<file path="src/rtl/fesc_pkg.sv">
package fesc_pkg;
  typedef enum logic [1:0] {
    ST_IDLE  = 2'd0,
    ST_ENTRY = 2'd1,
    ST_PUSH  = 2'd2
  } fesc_state_e;
endpackage

</file>
<file path="src/rtl/fesc_depth_counter.sv">
// Outstanding-exception counter; clear wins over increment.
module fesc_depth_counter #(
  parameter int LIMIT = 3,
  localparam int CW = $clog2(LIMIT + 1)
) (
  input  logic          clk,
  input  logic          rst_n,
  input  logic          inc,
  input  logic          clr,
  output logic [CW-1:0] depth_q,
  output logic [CW-1:0] depth_raised,
  output logic          at_limit
);
  logic [CW-1:0] depth_d;

  assign depth_raised = depth_q + 1'b1;
  assign at_limit     = (int'(depth_raised) >= LIMIT);

  always_comb begin
    depth_d = depth_q;
    if (clr)      depth_d = '0;
    else if (inc) depth_d = depth_raised;
  end

  always_ff @(posedge clk or negedge rst_n) begin
    if (!rst_n) depth_q <= '0;
    else        depth_q <= depth_d;
  end
endmodule

</file>
<file path="src/rtl/fesc_errcode_lut.sv">
// Flags vectors that carry an error code, from a bit mask over the low 32 vectors.
module fesc_errcode_lut #(
  parameter int          VEC_W     = 8,
  parameter logic [31:0] CODE_MASK = 32'h0002_7D00
) (
  input  logic [VEC_W-1:0] vec,
  output logic             has_code
);
  logic in_range;

  generate
    if (VEC_W > 5) begin : g_wide
      assign in_range = (vec[VEC_W-1:5] == '0);
    end else begin : g_narrow
      assign in_range = 1'b1;
    end
  endgenerate

  assign has_code = in_range & CODE_MASK[vec[4:0]];
endmodule

</file>
<file path="src/rtl/fault_escalator.sv">
module fault_escalator #(
  parameter int VEC_W  = 8,
  parameter int ERR_W  = 32,
  parameter int IP_W   = 32,
  parameter int LIMIT  = 3,
  parameter int DF_VEC = 8,
  localparam int CW = $clog2(LIMIT + 1)
) (
  input  logic             clk,
  input  logic             rst_n,
  input  logic             exc_req,
  input  logic [VEC_W-1:0] exc_vec,
  input  logic [ERR_W-1:0] exc_err,
  input  logic             prot_en,
  input  logic [IP_W-1:0]  saved_ip,
  output logic             ip_load,
  output logic [IP_W-1:0]  ip_value,
  output logic             dlv_req,
  output logic [VEC_W-1:0] dlv_vec,
  input  logic             dlv_ack,
  input  logic             dlv_ok,
  output logic             push_req,
  output logic [ERR_W-1:0] push_data,
  input  logic             push_ack,
  input  logic             push_ok,
  output logic             core_rst,
  output logic [CW-1:0]    fault_depth
);
  import fesc_pkg::*;

  fesc_state_e      state_q, state_d;
  logic [VEC_W-1:0] vec_q, vec_d;
  logic [ERR_W-1:0] err_q;
  logic [IP_W-1:0]  ip_q;
  logic             prot_q;
  logic             ip_load_q, rst_q;
  logic             accept, escalate, success, depth_clr;
  logic [CW-1:0]    depth_q, depth_raised;
  logic             at_limit, code_hit;

  fesc_depth_counter #(.LIMIT(LIMIT)) u_depth (
    .clk          (clk),
    .rst_n        (rst_n),
    .inc          (exc_req),
    .clr          (depth_clr),
    .depth_q      (depth_q),
    .depth_raised (depth_raised),
    .at_limit     (at_limit)
  );

  fesc_errcode_lut #(.VEC_W(VEC_W)) u_lut (
    .vec      (vec_q),
    .has_code (code_hit)
  );

  assign escalate  = exc_req & at_limit;
  assign accept    = exc_req & ~at_limit;
  assign depth_clr = escalate | success;
  assign vec_d     = (int'(depth_raised) > 1) ? VEC_W'(DF_VEC) : exc_vec;

  // Next state: a new request overrides any acknowledge in the same cycle.
  always_comb begin
    state_d = state_q;
    success = 1'b0;
    unique case (state_q)
      ST_ENTRY: begin
        if (dlv_ack) begin
          if (dlv_ok && code_hit && prot_q) begin
            state_d = ST_PUSH;
          end else begin
            state_d = ST_IDLE;
            success = dlv_ok;
          end
        end
      end
      ST_PUSH: begin
        if (push_ack) begin
          state_d = ST_IDLE;
          success = push_ok;
        end
      end
      default: state_d = ST_IDLE;
    endcase
    if (exc_req) begin
      success = 1'b0;
      state_d = at_limit ? ST_IDLE : ST_ENTRY;
    end
  end

  always_ff @(posedge clk or negedge rst_n) begin
    if (!rst_n) begin
      state_q   <= ST_IDLE;
      ip_load_q <= 1'b0;
      rst_q     <= 1'b0;
    end else begin
      state_q   <= state_d;
      ip_load_q <= accept;
      rst_q     <= escalate;
    end
  end

  // Captured delivery context, loaded only on an accepted request.
  always_ff @(posedge clk) begin
    if (accept) begin
      vec_q  <= vec_d;
      err_q  <= exc_err;
      prot_q <= prot_en;
      ip_q   <= saved_ip;
    end
  end

  assign dlv_req     = (state_q == ST_ENTRY);
  assign push_req    = (state_q == ST_PUSH);
  assign dlv_vec     = vec_q;
  assign push_data   = err_q;
  assign ip_value    = ip_q;
  assign ip_load     = ip_load_q;
  assign core_rst    = rst_q;
  assign fault_depth = depth_q;

  a_r4_reset_no_delivery: assert property (@(posedge clk) disable iff (!rst_n)
    core_rst |-> (!dlv_req && !push_req && fault_depth == '0));

  a_r5_restore_with_entry: assert property (@(posedge clk) disable iff (!rst_n)
    ip_load |-> dlv_req);

  a_r3_double_vector: assert property (@(posedge clk) disable iff (!rst_n)
    (dlv_req && int'(fault_depth) > 1) |-> (dlv_vec == VEC_W'(DF_VEC)));

  a_r2_depth_step: assert property (@(posedge clk) disable iff (!rst_n)
    (exc_req && int'(fault_depth) < LIMIT - 1) |=> (fault_depth == $past(fault_depth) + 1'b1));

  a_r7_fail_keeps_depth: assert property (@(posedge clk) disable iff (!rst_n)
    (dlv_req && dlv_ack && !dlv_ok && !exc_req) |=> (!dlv_req && fault_depth == $past(fault_depth)));

  a_r9_entry_held: assert property (@(posedge clk) disable iff (!rst_n)
    (dlv_req && !dlv_ack && !exc_req) |=> (dlv_req && $stable(dlv_vec)));

  a_r9_push_held: assert property (@(posedge clk) disable iff (!rst_n)
    (push_req && !push_ack && !exc_req) |=> (push_req && $stable(push_data)));

  a_r9_exclusive: assert property (@(posedge clk) disable iff (!rst_n)
    !(dlv_req && push_req));

  a_r6_push_needs_code: assert property (@(posedge clk) disable iff (!rst_n)
    push_req |-> (code_hit && prot_q));
endmodule

</file>
<file path="config.mk">
export PLATFORM = sky130hd
export DESIGN_NAME = fault_escalator
export DESIGN_NICKNAME = d
export VERILOG_FILES = /design/src/rtl/fesc_pkg.sv /design/src/rtl/fesc_depth_counter.sv /design/src/rtl/fesc_errcode_lut.sv /design/src/rtl/fault_escalator.sv
export SDC_FILE = /design/constraint.sdc
export NUM_CORES = 1
export LEC_CHECK = 0
export ABC_AREA = 1
export BUFFER_PORTS_ARGS = -buffer_cell sky130_fd_sc_hd__buf_2
export CAP_MARGIN = 25
export CORE_ASPECT_RATIO = 0.7
export CORE_MARGIN = 3
export CORE_UTILIZATION = 46
export CTS_BUF_LIST = sky130_fd_sc_hd__clkbuf_16
export DETAILED_ROUTE_END_ITERATION = 8
export GPL_ROUTABILITY_DRIVEN = 0
export GPL_TIMING_DRIVEN = 0
export PLACE_DENSITY = 0.89
export REMOVE_ABC_BUFFERS = 1
export SLEW_MARGIN = 30
export SYNTH_ARGS = -nofsm -noshare
export SYNTH_HDL_FRONTEND = slang
export SYNTH_SLANG_ARGS = --single-unit
</file>
<file path="constraint.sdc">
create_clock -name clk -period 6.1 [get_ports clk]
set_input_delay 0 -clock clk [delete_from_list [all_inputs] [get_ports clk]]
set_output_delay 0 -clock clk [all_outputs]
set_load 0.03 [all_outputs]
</file>
==> qor.yml <==
drt:
  wl_met2_um: 4590
  drtPass1Iterations: 4
  drtIter0Drc: 135
  via_per_inst: 4.79
  drc: 0
  wl_um: 8650
  vias: 2298
  top_layer_used: "met4"
  ant_nets: 0
  drt-met1-wl_um: 3010
  dr_wl_met3_um: 859
  wire_per_inst_um: 18.0
critical_path:
  cp_slowest_cell: "dfrtp_1"
  crit_fanout: 25
  end_kind: "flip-flop"
  crit_arrival_ns: 1.76
  worst_r2r_startpoint: "u_depth.depth_q[0]"
  critPathKind: "reg -> reg"
  path_cells: "inv_1 -> ha_1 -> nor2_4 -> buf_16 -> buf_16"
  max_stage_delay_ns: 0.36
  cpMostUsedCell: "buf_16"
  worst_ep_required_time_ns: 6.13
  cp-startpoint: "u_depth.depth_q[0]"
  crit_path_start_kind: "flip-flop"
logic_synthesis:
  syn_avg_cell_area_um2: 17.4
  synth_seq_area_share_pct: 86.4
  synth_common_cells: "edfxtp_1 (73), nand2_1 (22), inv_1 (20)"
  yosys.area.top_type: "edfxtp_1"
  synth_edf_count: 73
  ys_ff_latch: 80
  syn-cell-area_um2: 2740
  synth.most_common_cell: "edfxtp_1"
  netlist_top_cells_area: "edfxtp_1 (80%), dfrtp_1 (5.5%), nand2_1 (3.0%)"
  synth_cell_types: 20
  yosys_warnings: 0
  synth.top_cell.area_share_pct: 80.1
  syn_inst: 157
  async_flop_share_pct: 7.50
  synth_flop_cell: "edfxtp_1"
floorplanning:
  ios: 158
  die_w_um: 98.2
  row_count: 22
  core_um2: 5480
  die_area_um2: 6920
  initial_utilization_pct: 49.9
  fp.dieH_um: 70.5
timing:
  setup_ws_ns: 4.37
  setup_viol: 0
  slew_headroom_pct: 74.6
  max_freq_ghz: 0.577
  worstMarginPinSlew_ns: 0.381
  timing.final.crit_period_ns: 1.73
  fin_tns_setup_ns: 0
  hold_viol: 0
  min_period_over_period_pct: 28.4
  drv_slew: 0
  rsz0062_at_grt: "false"
  skew_ns: 0.00924
  whs_ns: 0.0214
placed_design:
  io_buffers: 157
  dp_slack_ns: 4.36
  placed_cells: 388
  hpwl_um: 5010
finish:
  stdcell_count: 480
  fin_util_pct: 86.5
  drive_gt1_share_pct: 45.5
  nets: 485
  syn_to_final_growth_pct: 73.2
clock_network:
  cts_setup_buffers: 0
  cts_tree: "built"
  cts_buffers: 9
  clk_pin_slew_ns: 0.06
  clock_path_buffers: 2
  htreeDepth: 3
  ctsResizeCount: 0
  cts-root-buf: "clkbuf_16"
  insertion_delay_ns: 0.33
  cts_sinks: 80
outcome:
  status: "complete, no violations"
global_routing:
  grt_pass1_vias: 2493
  grt_pass1_wl_um: 13200
  overflow: 0
  grt.total_usage_pct: 25.7
  antenna_found_initial: 0
  grt_max_degree: 26
power:
  ir_drop_mv: 0.250
  p_leak_nw: 2.17
  power.density_nw_per_um2: 390
worst_hold_path:
  hold_path.class: "in -> async"
run:
  maxCapViolations: 0
-- placed cells by master (no fill, tap or decap) --
master / instances
dlygate4sd3_1: 75
bufinv_16: 1
inv_2: 3
o22ai_1: 1
or2_0: 2
inv_6: 2
nand2_2: 4
clkbuf_16: 9
a21oi_1: 1
ha_1: 3
diode_2: 1
inv_1: 20
clkinv_2: 2
clkinv_4: 1
nand2_1: 22
dfrtp_1: 6
nor2_1: 5
buf_2: 157
nand3_2: 1
clkinv_1: 1
dfxtp_1: 1
inv_8: 1
o21ai_0: 1
buf_16: 3
and3_1: 1
edfxtp_1: 73
o21ai_1: 2
nand3_1: 8
nor2_4: 1
-- path summary, 6_finish.rpt --
check                                     endpoint  slack (ns)  cells past startpoint
worst min register to register  u_depth.depth_q[0]        0.52                      2
worst max register to register       push_data[30]        4.37                      5
worst max-delay path                 push_data[30]        4.37                      5
max in group asynchronous       u_depth.depth_q[1]        5.92                      2
min in group clk                u_depth.depth_q[0]        0.08                      6
worst min-delay path            u_depth.depth_q[0]        0.02                      2
-- area by class of cell --
class                      instances  area (um^2)
sequential                        80         2360
timing repair buffer             235         1620
fill                             256          741
multi-input combinational         52          270
clock buffer                       9          225
inverter                          24         91.3
tap                               72         90.1
clock inverter                     7         76.3
antenna                            1         2.50
-- cells by family (layout without fill, tap and decap cells) --
| group | count (synthesis) | count (layout) | synth area share, % |
|---|---|---|---|
| flip-flops | 80 | 80 | 86.4 |
| AND/OR/NAND/NOR | 44 | 44 | 7.55 |
| buffers and inverters | 25 | 275 | 3.75 |
| AO/OA/AOI/OAI | 5 | 5 | 0.960 |
| adder cells (fa/ha/maj) | 3 | 3 | 1.37 |
| other | 0 | 1 | 0 |
-- metrics by stage --
| stage | cell area (um^2) | total power [W] |
|---|---|---|
| after global placement | 3600 | 0.00122 |
| final | 4740 | 0.00185 |
| after floorplan | 2720 | 0.00109 |
| after CTS | 4730 | 0.00184 |
| after detailed placement | 3680 | 0.00127 |
| after global routing | 4730 | 0.00192 |
-- routing by layer --
layer  track usage, %  vias up
met5                0        -
met2             46.6      145
li1                 -     1040
met1             27.3     1097
met4             10.5        0
met3             9.48       16
-- timing repair --
item                                    4_1_cts  5_1_grt
hold endpoints to repair                     83        0
hold buffers                                 75        0
endpoints found under the setup margin        0        0
-- critical path: cells and delay by family, from the launching register on --
family                   cells  cell delay (ns)
AND/OR/NAND/NOR              1             0.35
adder cells (fa/ha/maj)      1             0.24
buffers and inverters        3             0.47
flip-flops                   1             0.36
-- flip-flops by register name, indices dropped and copies added, names as in the netlist, named ones only --
signal,flops
ip_value,32
prot_q,1
core_rst,1
state_q,2
ip_load,1
push_data,32
u_depth.depth_q,2
dlv_vec,8
-- where the power goes --
part | internal, W | switching, W
clock network | 0.000321 | 0.000213
registers | 0.000729 | 0.0000392
logic | 0.000175 | 0.000369
Note: power is estimated with default switching activity, not from simulation.
